==> src/rtl/rob_pkg.sv <==
package rob_pkg;
  localparam int DATA_W  = 8;
  localparam int REG_W   = 3;
  localparam int OP_W    = 4;
  localparam int CAUSE_W = 2;
  localparam int NREG    = 1 << REG_W;

  typedef logic [DATA_W-1:0] word_t;
  typedef logic [REG_W-1:0]  areg_t;

  // A source operand: value when present, producer tag (low bits) otherwise
  typedef struct packed {
    logic  ready;
    word_t val;
  } operand_t;

  typedef struct packed {
    logic                busy;
    logic                exec;
    logic [OP_W-1:0]     op;
    operand_t            src1;
    operand_t            src2;
    logic                done;
    areg_t               dst;
    word_t               result;
    logic [CAUSE_W-1:0]  cause;
  } slot_t;
endpackage

==> src/rtl/rob_rename_table.sv <==
module rob_rename_table
  import rob_pkg::*;
#(
  parameter int TAG_W = 2
) (
  input  logic                    clk,
  input  logic                    rst_n,
  input  areg_t [1:0]             look_reg,
  output logic  [1:0]             look_hit,
  output logic  [1:0][TAG_W-1:0]  look_tag,
  input  logic                    set_en,
  input  areg_t                   set_reg,
  input  logic  [TAG_W-1:0]       set_tag,
  input  logic                    rel_en,
  input  areg_t                   rel_reg,
  input  logic  [TAG_W-1:0]       rel_tag,
  input  logic                    flush
);
  logic [NREG-1:0]            map_v;
  logic [NREG-1:0][TAG_W-1:0] map_t;

  always_ff @(posedge clk or negedge rst_n) begin
    if (!rst_n) begin
      map_v <= '0;
      map_t <= '0;
    end else begin
      for (int r = 0; r < NREG; r++) begin
        if (flush) begin
          map_v[r] <= 1'b0;
        end else if (set_en && set_reg == areg_t'(r)) begin
          map_v[r] <= 1'b1;
          map_t[r] <= set_tag;
        end else if (rel_en && rel_reg == areg_t'(r) && map_t[r] == rel_tag) begin
          map_v[r] <= 1'b0;
        end
      end
    end
  end

  for (genvar p = 0; p < 2; p++) begin : g_look
    assign look_hit[p] = map_v[look_reg[p]];
    assign look_tag[p] = map_t[look_reg[p]];
  end
endmodule

==> src/rtl/rob_arch_regs.sv <==
module rob_arch_regs
  import rob_pkg::*;
#(
  parameter int RF_BASE = 16
) (
  input  logic         clk,
  input  logic         rst_n,
  input  areg_t [1:0]  rd_addr,
  output word_t [1:0]  rd_data,
  input  logic         wr_en,
  input  areg_t        wr_addr,
  input  word_t        wr_data
);
  word_t regs_q [NREG];

  always_ff @(posedge clk or negedge rst_n) begin
    if (!rst_n) begin
      for (int r = 0; r < NREG; r++) regs_q[r] <= word_t'(RF_BASE + r);
    end else if (wr_en) begin
      regs_q[wr_addr] <= wr_data;
    end
  end

  for (genvar p = 0; p < 2; p++) begin : g_rd
    assign rd_data[p] = regs_q[rd_addr[p]];
  end
endmodule

==> src/rtl/rob_oldest_pick.sv <==
module rob_oldest_pick #(
  parameter  int DEPTH = 4,
  localparam int TAG_W = $clog2(DEPTH)
) (
  input  logic [DEPTH-1:0] cand,
  input  logic [TAG_W-1:0] base,
  output logic             any,
  output logic [TAG_W-1:0] pick
);
  // Scan youngest to oldest so the oldest candidate is written last
  always_comb begin
    any  = 1'b0;
    pick = base;
    for (int k = DEPTH - 1; k >= 0; k--) begin
      if (cand[base + TAG_W'(k)]) begin
        any  = 1'b1;
        pick = base + TAG_W'(k);
      end
    end
  end
endmodule

==> src/rtl/dataflow_rob.sv <==
module dataflow_rob
  import rob_pkg::*;
#(
  parameter  int DEPTH   = 4,   // power of two, at least 2
  parameter  int RF_BASE = 16,
  localparam int TAG_W   = $clog2(DEPTH)
) (
  input  logic               clk,
  input  logic               rst_n,
  input  logic               alloc_valid,
  output logic               alloc_ready,
  input  logic [OP_W-1:0]    alloc_op,
  input  logic [REG_W-1:0]   alloc_src1,
  input  logic [REG_W-1:0]   alloc_src2,
  input  logic [REG_W-1:0]   alloc_dst,
  input  logic [CAUSE_W-1:0] alloc_cause,
  output logic [TAG_W-1:0]   alloc_tag,
  output logic               disp_valid,
  input  logic               disp_ready,
  output logic [TAG_W-1:0]   disp_tag,
  output logic [OP_W-1:0]    disp_op,
  output logic [DATA_W-1:0]  disp_a,
  output logic [DATA_W-1:0]  disp_b,
  input  logic               cmp_valid,
  input  logic [TAG_W-1:0]   cmp_tag,
  input  logic [DATA_W-1:0]  cmp_data,
  output logic               commit_valid,
  output logic [REG_W-1:0]   commit_reg,
  output logic [DATA_W-1:0]  commit_data,
  output logic               exc_valid,
  output logic [CAUSE_W-1:0] exc_cause
);
  localparam int CNT_W = TAG_W + 1;

  slot_t            slot_q [DEPTH];
  logic [TAG_W-1:0] head_q, tail_q;
  logic [CNT_W-1:0] count_q;

  logic head_done, commit_fire, exc_fire, alloc_fire, disp_fire;
  areg_t    [1:0]            src_reg;
  logic     [1:0]            map_hit;
  logic     [1:0][TAG_W-1:0] map_tag;
  word_t    [1:0]            rf_val;
  operand_t [1:0]            src_res;
  logic [DEPTH-1:0]          cand;
  slot_t                     new_slot;

  // Retirement decision on the oldest slot
  assign head_done   = slot_q[head_q].busy && slot_q[head_q].done;
  assign commit_fire = head_done && (slot_q[head_q].cause == '0);
  assign exc_fire    = head_done && (slot_q[head_q].cause != '0);

  assign alloc_ready = (count_q != CNT_W'(DEPTH)) && !exc_fire;
  assign alloc_fire  = alloc_valid && alloc_ready;
  assign alloc_tag   = tail_q;

  assign commit_valid = commit_fire;
  assign commit_reg   = slot_q[head_q].dst;
  assign commit_data  = slot_q[head_q].result;
  assign exc_valid    = exc_fire;
  assign exc_cause    = slot_q[head_q].cause;

  assign src_reg[0] = alloc_src1;
  assign src_reg[1] = alloc_src2;

  rob_rename_table #(.TAG_W(TAG_W)) u_rename (
    .clk      (clk),
    .rst_n    (rst_n),
    .look_reg (src_reg),
    .look_hit (map_hit),
    .look_tag (map_tag),
    .set_en   (alloc_fire),
    .set_reg  (alloc_dst),
    .set_tag  (tail_q),
    .rel_en   (commit_fire),
    .rel_reg  (slot_q[head_q].dst),
    .rel_tag  (head_q),
    .flush    (exc_fire)
  );

  rob_arch_regs #(.RF_BASE(RF_BASE)) u_regs (
    .clk     (clk),
    .rst_n   (rst_n),
    .rd_addr (src_reg),
    .rd_data (rf_val),
    .wr_en   (commit_fire),
    .wr_addr (slot_q[head_q].dst),
    .wr_data (slot_q[head_q].result)
  );

  // Source resolution: register file, completed producer, same-cycle bus, or tag
  always_comb begin
    for (int p = 0; p < 2; p++) begin
      src_res[p].ready = 1'b1;
      src_res[p].val   = rf_val[p];
      if (map_hit[p]) begin
        if (slot_q[map_tag[p]].done) begin
          src_res[p].val = slot_q[map_tag[p]].result;
        end else if (cmp_valid && cmp_tag == map_tag[p]) begin
          src_res[p].val = cmp_data;
        end else begin
          src_res[p].ready = 1'b0;
          src_res[p].val   = word_t'(map_tag[p]);
        end
      end
    end
  end

  always_comb begin
    new_slot        = '0;
    new_slot.busy   = 1'b1;
    new_slot.op     = alloc_op;
    new_slot.src1   = src_res[0];
    new_slot.src2   = src_res[1];
    new_slot.dst    = alloc_dst;
    new_slot.cause  = alloc_cause;
  end

  for (genvar i = 0; i < DEPTH; i++) begin : g_cand
    assign cand[i] = slot_q[i].busy && !slot_q[i].exec &&
                     slot_q[i].src1.ready && slot_q[i].src2.ready;
  end

  rob_oldest_pick #(.DEPTH(DEPTH)) u_pick (
    .cand (cand),
    .base (head_q),
    .any  (disp_valid),
    .pick (disp_tag)
  );

  assign disp_op   = slot_q[disp_tag].op;
  assign disp_a    = slot_q[disp_tag].src1.val;
  assign disp_b    = slot_q[disp_tag].src2.val;
  assign disp_fire = disp_valid && disp_ready;

  always_ff @(posedge clk or negedge rst_n) begin
    if (!rst_n) begin
      head_q  <= '0;
      tail_q  <= '0;
      count_q <= '0;
      for (int i = 0; i < DEPTH; i++) slot_q[i] <= '0;
    end else begin
      for (int i = 0; i < DEPTH; i++) begin
        if (cmp_valid && slot_q[i].busy) begin
          if (!slot_q[i].src1.ready && slot_q[i].src1.val[TAG_W-1:0] == cmp_tag) begin
            slot_q[i].src1.ready <= 1'b1;
            slot_q[i].src1.val   <= cmp_data;
          end
          if (!slot_q[i].src2.ready && slot_q[i].src2.val[TAG_W-1:0] == cmp_tag) begin
            slot_q[i].src2.ready <= 1'b1;
            slot_q[i].src2.val   <= cmp_data;
          end
          if (slot_q[i].exec && !slot_q[i].done && TAG_W'(i) == cmp_tag) begin
            slot_q[i].done   <= 1'b1;
            slot_q[i].result <= cmp_data;
          end
        end
      end
      if (disp_fire) slot_q[disp_tag].exec <= 1'b1;
      if (commit_fire) begin
        slot_q[head_q].busy <= 1'b0;
        head_q              <= head_q + 1'b1;
      end
      if (alloc_fire) begin
        slot_q[tail_q] <= new_slot;
        tail_q         <= tail_q + 1'b1;
      end
      if (exc_fire) begin
        for (int i = 0; i < DEPTH; i++) slot_q[i].busy <= 1'b0;
        tail_q  <= head_q;
        count_q <= '0;
      end else begin
        count_q <= count_q + CNT_W'(alloc_fire) - CNT_W'(commit_fire);
      end
    end
  end
endmodule

==> config.mk <==
export PLATFORM = sky130hd
export DESIGN_NAME = dataflow_rob
export DESIGN_NICKNAME = d
export VERILOG_FILES = /design/src/rtl/rob_pkg.sv /design/src/rtl/rob_rename_table.sv /design/src/rtl/rob_arch_regs.sv /design/src/rtl/rob_oldest_pick.sv /design/src/rtl/dataflow_rob.sv
export SDC_FILE = /design/constraint.sdc
export NUM_CORES = 1
export LEC_CHECK = 0
export BUFFER_PORTS_ARGS = -buffer_cell sky130_fd_sc_hd__buf_2
export CAP_MARGIN = 20
export CORE_MARGIN = 2
export CORE_UTILIZATION = 56
export DETAILED_ROUTE_END_ITERATION = 10
export PLACE_DENSITY = 0.8
export SYNTH_ARGS = -nofsm -noshare
export SYNTH_HDL_FRONTEND = slang
export SYNTH_SLANG_ARGS = --single-unit
==> constraint.sdc <==
create_clock -name clk -period 3.24 [get_ports clk]
set_input_delay 0.648 -clock clk [delete_from_list [all_inputs] [get_ports clk]]
set_output_delay 0.648 -clock clk [all_outputs]
set_load 0.05 [all_outputs]
==> results.md, run 1 <==
- Internal power: 11.46 mW
- Via Count: 11872
- CP cell instances: clkinv_2 > ha_4 > inv_4 > mux2i_1 > a221oi_2 > a21o_1 > buf_6 > buf_16 > mux4_2 > buf_8
- Dpl ws: 0.02651 ns
- Final setup margin: -0.4448 ns
- Initial antenna violation count: 0
- Post-route ant nets: 0
- Buffers on Ports: 70
- Initial core utilization: 0.5733
- Post-synthesis instance area: 14520 sq um
- Switch share: 0.4542
- CTS tree: built
- Crit path buf inv count: 5
- Yosys top cell area share: 0.3912
- Vias per cell: about 6.8
- Max-slew headroom: 0.4052
- Post-synthesis cell count: 1317
- Num CTS Buffers: 28
- Clk sinks: around 250
- Post-synth EDFFs: 0
- Hold Path Class: in -> async
- Startpoint types: register
- Total Power: 21.00 mW
- Clk buf depth: 3
- Failing checks: negative setup slack
- Crit Path Max Fanout: 6
- Pwr per Cell Area: between 1000 and 1500 nW/um^2
- Total of warnings raised by yosys: 0
- Final Wtd Congestion: 0.9242
- Static leakage: 7.510 nW
- Cell taking the most area after synthesis: dfrtp_1
- Root Buffer Master: clkbuf_16
- Clock power share: 0.159
- Top cells by area, synth: dfrtp_1, mux4_2, mux2i_1
- Slew @ Worst Pin: 0.8889 ns
- Outcome: complete, but fails checks
- Largest net degree at the start of global routing: 73
- Number of global-route vias before repair: 11673
- Core Util, Final: 0.6671
- Gr usage total: 0.3126
- Setup TNS: -8.086 ns
- Sw power: 9.541 mW
- Commonest cells post-synth: dfrtp_1, nand2_1, mux2i_1
- Slowest-stage cell, CP: mux4_2
- Worst skew pair latency: 0.56 ns
- Fin crit period: 3.685 ns
- Pins Over Slew Limit: 0
- Final Hold Viols: 0
- Antenna Cells: 0
- Routed wire length per instance: 24.00 microns
- Post-synth ARST share: 1.000
- First-pass GRT wire length: roughly 66000 microns
- CP delay by family, top: multiplexers
- I/O pins: 71
- Crit path DAT: roughly 3.0 ns
- Worst Setup End Kind: output pin
- Stages on worst setup path: 10
- Total core area: 25330 sq um
- Setup CP Type: reg -> out
- Top-count cell post-synth: dfrtp_1
- Hold slack final: between 0.05 and 0.06 ns
- Worst endpoint required time: roughly 2.6 ns
- Mapped Nets: 1358
- Worst Reg-to-Reg Cells: 17
- Combinational cell fraction of total power: 0.579
- Post-synth cell types: 59
- 1st-iter DRT viols: 1387
- Gr ovfl total: 0
- Setup repair after global routing missed its margin: yes
- Fmax: 271.4 MHz
- H-tree Lvls: 1
- Row Count: 58
- Area grow syn2layout: 16.37%
- Final HPWL DP: ~28000 microns
- Layout cells sized above 1: 0.3165
- Drt drc: 0
- Setup violators final: 21
- Skew final: ~0.022 ns
- Max-cap viol count: 0
- Die W: 165.0 microns
- #FFs+latches synth: between 200 and 250
- Final wirelength: 42190 microns
- Die ar.: 27230 sq um
- Final worst-path cycle share: 1.137
- DRT Pass-1 Iters: 8
- Sequential power share: 0.263
- Clock Pin Slew Worst Setup and Hold Paths: 0.07 ns
- Fin nets: ~1400
- CP max stage delay: 0.55 ns
- Ys flop type: dfrtp_1
- Seq/Total Area, Yosys: 0.4274
- Syn avg cell area: 11.02 sq um
- Setup slack, reg-to-reg: around 0.1 ns
- Die Height: 165.0 microns
- VDD IR max: 1649 uV
-- metal layers --
layer  vias to the layer above  global-route usage  share of wire
met5                         -                   0              0
met4                         0              0.1146          0.037
met3                       117             0.05399          0.087
met2                       676              0.4979           0.47
met1                      6050              0.4334           0.40
li1                       5029                   -              -
-- power groups by stage --
| stage | Clock (mW) | Combinational (mW) | Sequential [mW] |
|---|---|---|---|
| floorplan | 0 | 8.21 | 5.10 |
| CTS | 3.34 | 11.9 | 5.45 |
| finish | 3.33 | 12.2 | 5.52 |
| detailed placement | 0 | 10.5 | 5.48 |
| global placement | 0 | 10.2 | 5.41 |
| global route | 3.47 | 12.8 | 5.62 |
-- stage by stage --
stage	std cells	cell area (sq um)
3_5_place_dp	1692	15550
6_report	1758	16900
2_1_floorplan	1317	14620
3_3_place_gp	1692	15550
4_1_cts	1757	16860
5_1_grt	1758	16900
-- what timing repair did --
item | 4_1_cts | 5_1_grt
resized for setup | 58 | 8
buffers inserted | 11 | 2
cloned | 3 | 0
setup endpoints to repair | 23 | 23
pin swaps | 4 | 1
hold endpoints to repair | 0 | 0
hold buffers | 0 | 0
-- logic make-up (layout without fill, tap and decap cells) --
family                     after synthesis  count (layout)  share of synthesized area
AOI/OAI and AO/OA                      174             174                    0.08807
muxes                                  307             307                     0.2846
DFF                                    247             247                     0.4274
and+or+nand+nor                        434             434                     0.1362
adders and majority gates               11              11                   0.009997
buffers and inverters                  105             216                    0.03016
xor gates and xnor gates                39              39                    0.02353
-- placed cells by master (no fill, tap or decap), types with 11 or more instances in the layout --
cell type	netlist	layout
nand2_1	191	190
a31oi_1	11	11
o21ai_0	37	37
buf_6	0	22
o221a_2	24	24
nor3_1	28	28
dfrtp_1	227	227
buf_2	34	45
xnor2_1	12	12
nor2_1	129	129
inv_1	13	12
clkbuf_16	0	29
dfstp_2	20	20
buf_4	0	65
mux2_2	96	96
mux4_2	75	75
mux2i_1	136	134
xor2_1	27	27
nand3_1	24	24
a21oi_1	32	32
a221oi_1	38	37
-- worst reg2reg max path, delay by kind of cell (launching register included) --
kind | cells | cell delay (ns)
AND/OR/NAND/NOR | 5 | 0.62
adder cells (fa/ha/maj) | 3 | 0.71
XOR/XNOR | 2 | 0.37
multiplexers | 1 | 0.30
flip-flops | 1 | 0.40
buffers and inverters | 6 | 0.64
-- worst paths after layout --
kind,startpoint,to
max,head_q[0]$_DFFE_PN0P_,disp_a[6]
min,rst_n,slot_q[34]$_DFFE_PN0P_
max reg2reg,head_q[1]$_DFFE_PN0P_,count_q[2]$_DFF_PN0_
min reg2reg,slot_q[73]$_DFFE_PN0P_,slot_q[73]$_DFFE_PN0P_
max in group asynchronous,rst_n,u_regs.regs_q[41]$_DFFE_PN1P_
min in group clk,alloc_cause[0],slot_q[76]$_DFFE_PN0P_
-- final cells by class --
type,instances,area [sq um]
timing repair buffer,148,1266
clock buffer,39,823.3
sequential,247,6206
fill,1787,8431
inverter,16,77.57
tap,330,412.9
multi-input combinational,965,7960
clock inverter,13,150.1
-- registers in the layout (all words and copies together), names as in the netlist --
register and cells:
u_rename.map_t 16, u_rename.map_v 8, head_q 2, u_regs.regs_q 64, slot_q 152, count_q 3
alloc_tag 2
(Power assumes the default switching activity.)
==> run 2, diff against run 1 <==
--- a/config.mk
+++ b/config.mk
@@ -10,7 +10,7 @@
 export CORE_MARGIN = 2
 export CORE_UTILIZATION = 56
 export DETAILED_ROUTE_END_ITERATION = 10
-export PLACE_DENSITY = 0.8
+export PLACE_DENSITY = 0.85
 export SYNTH_ARGS = -nofsm -noshare
 export SYNTH_HDL_FRONTEND = slang
 export SYNTH_SLANG_ARGS = --single-unit
==> run 2 against run 1 <==
The run still ends with negative setup slack left. Clock-buffer cell count up 2. Cell count grew 0.11%. Combinational power is essentially flat. Core utilization shrank 0.19 points. Power decreased by 0.89%. Via count grew 2.7%. First-iteration DRC count increased by 31%. Register-to-register slack lost 0.13 ns. Global-route usage about the same. Flip-flop and latch count did not move. Critical path depth is the same. Clock skew fell by 0.0018 ns. Largest cell class unchanged. Largest power group unchanged. Highest routed layer unchanged.
==> results.md, run 2 (synthesized netlist as in run 1, its figures left out) <==
- Pwr per Cell Area: 1236 nW/um^2 (was 1243 nW/um^2)
- Pins Over Slew Limit: 0 (unchanged)
- Most frequent cells in the layout: dfrtp_1, nand2_1, mux2i_1 (unchanged)
- Max-slew headroom: 0.4521 (was 0.4052)
- Clock Pin Slew Worst Setup and Hold Paths: 0.06 ns (was 0.07 ns)
- Crit Path Max Fanout: 5 (was 6)
- Initial antenna violation count: 0 (unchanged)
- Setup CP Type: reg -> out (unchanged)
- Worst Setup End Kind: output pin (unchanged)
- Setup violators final: 24 (was 21)
- Post-route ant nets: 0 (unchanged)
- Vias per cell: 6.925 (was 6.753)
- Max-cap viol count: 0 (unchanged)
- Static leakage: 7.492 nW (was 7.510 nW)
- Combinational cell fraction of total power: 0.594 (was 0.579)
- Crit path DAT: 2.97 ns (was 3.04 ns)
- Buffers on Ports: 70 (unchanged)
- Final wirelength: 43690 microns (was 42190 microns)
- Failing checks: negative setup slack (unchanged)
- Worst endpoint required time: 2.59 ns (about the same)
- Max FFs per register: 152 (unchanged)
- Core Util, Final: 0.6652 (was 0.6671)
- Clock power share: 0.141 (was 0.159)
- Slowest-stage cell, CP: mux4_2 (unchanged)
- Final Hold Viols: 0 (unchanged)
- Hold Path Class: in -> async (unchanged)
- Die W: 165.0 microns (unchanged)
- Sequential power share: 0.265 (was 0.263)
- Routed wire length per instance: 24.83 microns (was 24.00 microns)
- Clk buf depth: 3 (unchanged)
- Outcome: complete, but fails checks (unchanged)
- CP cell instances: clkinv_2 > ha_4 > inv_4 > mux2i_1 > o32ai_1 > a21o_2 > buf_12 > clkbuf_16 > mux4_2 > buf_6 (was clkinv_2 > ha_4 > inv_4 > mux2i_1 > a221oi_2 > a21o_1 > buf_6 > buf_16 > mux4_2 > buf_8)
- H-tree Lvls: 1 (unchanged)
- Fmax: 276.0 MHz (was 271.4 MHz)
- Fin nets: 1455 (was 1447)
- Total core area: 25330 sq um (unchanged)
- Most common cell after layout, fill and taps aside: dfrtp_1 (unchanged)
- Final HPWL DP: 28030 microns (was 28230 microns)
- Sw power: 9.587 mW (was 9.541 mW)
- Fin crit period: 3.623 ns (was 3.685 ns)
- Via Count: 12188 (was 11872)
- I/O pins: 71 (unchanged)
- Worst Reg-to-Reg Cells: 17 (unchanged)
- 1st-iter DRT viols: 1814 (was 1387)
- DRT Pass-1 Iters: 8 (unchanged)
- Number of global-route vias before repair: 11994 (was 11673)
- Drt drc: 0 (unchanged)
- CTS tree: built (unchanged)
- Switch share: 0.4605 (was 0.4542)
- Root Buffer Master: clkbuf_16 (unchanged)
- Startpoint types: register (unchanged)
- Die ar.: 27230 sq um (unchanged)
- Num CTS Buffers: 27 (was 28)
- Worst skew pair latency: 0.54 ns (was 0.56 ns)
- Skew final: 0.02000 ns (was 0.02177 ns)
- Clk sinks: 247 (unchanged)
- Gr usage total: 0.3123 (was 0.3126)
- Die Height: 165.0 microns (unchanged)
- Largest net degree at the start of global routing: 75 (was 73)
- Slew @ Worst Pin: 0.8194 ns (was 0.8889 ns)
- First-pass GRT wire length: 66280 microns (was 66020 microns)
- Setup repair after global routing missed its margin: yes (unchanged)
- Layout fillers: 1703 (was 1787)
- Antenna Cells: 0 (unchanged)
- Row Count: 58 (unchanged)
- Biggest register: slot_q (unchanged)
- Area grow syn2layout: 16.04% (was 16.37%)
- Gr ovfl total: 0 (unchanged)
- Setup TNS: -6.918 ns (was -8.086 ns)
- Final setup margin: -0.3826 ns (was -0.4448 ns)
- Cts hold-fix bufs: 0 (unchanged)
- VDD IR max: 1364 uV (was 1649 uV)
- Final worst-path cycle share: 1.118 (was 1.137)
- Internal power: 11.23 mW (was 11.46 mW)
- CP max stage delay: 0.51 ns (was 0.55 ns)
- Layout cells sized above 1: 0.3147 (was 0.3165)
- Top flop regs: slot_q: 152 flops, u_regs.regs_q: 64 flops, u_rename.map_t: 16 flops (unchanged)
- Final Wtd Congestion: 0.9331 (was 0.9242)
- Initial core utilization: 0.5733 (unchanged)
[run 2: final timing paths]
path / slack (ns) / to / start
min in group clk: 0.36 / slot_q[33]$_DFFE_PN0P_ / alloc_op[1]
hold reg to reg: 0.47 / slot_q[149]$_DFFE_PN0P_ / slot_q[149]$_DFFE_PN0P_
setup / recovery: -0.38 / disp_b[7] / head_q[0]$_DFFE_PN0P_
max in group asynchronous: 2.27 / u_regs.regs_q[12]$_DFFE_PN1P_ / rst_n
setup reg to reg: -0.03 / count_q[2]$_DFF_PN0_ / head_q[0]$_DFFE_PN0P_
hold / removal: 0.06 / slot_q[71]$_DFFE_PN0P_ / rst_n
[run 2: critical path: cells and delay by family (launching register included)]
family / cells / cell delay [ns]
AOI/OAI and AO/OA: 2 / 0.52
DFF: 1 / 0.38
adders and majority gates: 1 / 0.30
muxes: 2 / 0.62
buffers and inverters: 5 / 0.60
[run 2: cell type report]
class                           count  area [sq um]  area share
Clock buffer                       41         778.2     0.04619
Sequential cell                   247          6206      0.3684
Clock inverter                      4         45.04    0.002674
Timing Repair Buffer              157          1374     0.08154
Inverter                           16         81.33    0.004827
Multi-Input combinational cell    965          7950      0.4719
Tap cell                          330         412.9     0.02451
[run 2: per-layer routing]
| layer | part of all wire | wire length, microns | vias up | global-route usage |
|---|---|---|---|---|
| met1 | 0.37 | 16240 | 6054 | 0.4192 |
| met4 | 0.046 | 2012 | 0 | 0.1237 |
| met2 | 0.48 | 20940 | 880 | 0.5093 |
| li1 | - | - | 5033 | - |
| met3 | 0.10 | 4504 | 221 | 0.05274 |
| met5 | 0 | 0 | - | 0 |
[run 2: what timing repair did]
action / CTS / global route
pin swaps: 3 / 6
endpoints found under the setup margin: 25 / 26
gates cloned: 2 / 1
setup buffers: 5 / 17
gates resized for setup: 55 / 17
endpoints found under the hold margin: 0 / 0
[run 2: per-stage QoR]
step | hold slack (ns) | power [mW] | instance area [sq um] | cells | setup WS (ns)
after global placement | 0.4530 | 15.61 | 15530 | 1690 | 0.1263
after floorplan | 0.3524 | 13.32 | 14620 | 1317 | 0.003857
after CTS | 0.08160 | 20.04 | 16640 | 1742 | -0.3211
final | 0.06252 | 20.82 | 16850 | 1760 | -0.3826
after global routing | 0.1068 | 21.70 | 16850 | 1760 | -0.4148
after detailed placement | 0.4565 | 16.01 | 15530 | 1690 | 0.02208
[run 2: power groups by stage]
stage | Clock, mW | Combinational [mW] | Sequential (mW)
floorplan | 0 | 8.21 | 5.10
global placement | 0 | 10.3 | 5.35
detailed placement | 0 | 10.6 | 5.46
CTS | 2.94 | 11.7 | 5.42
global route | 3.08 | 13.0 | 5.61
finish | 2.93 | 12.4 | 5.53
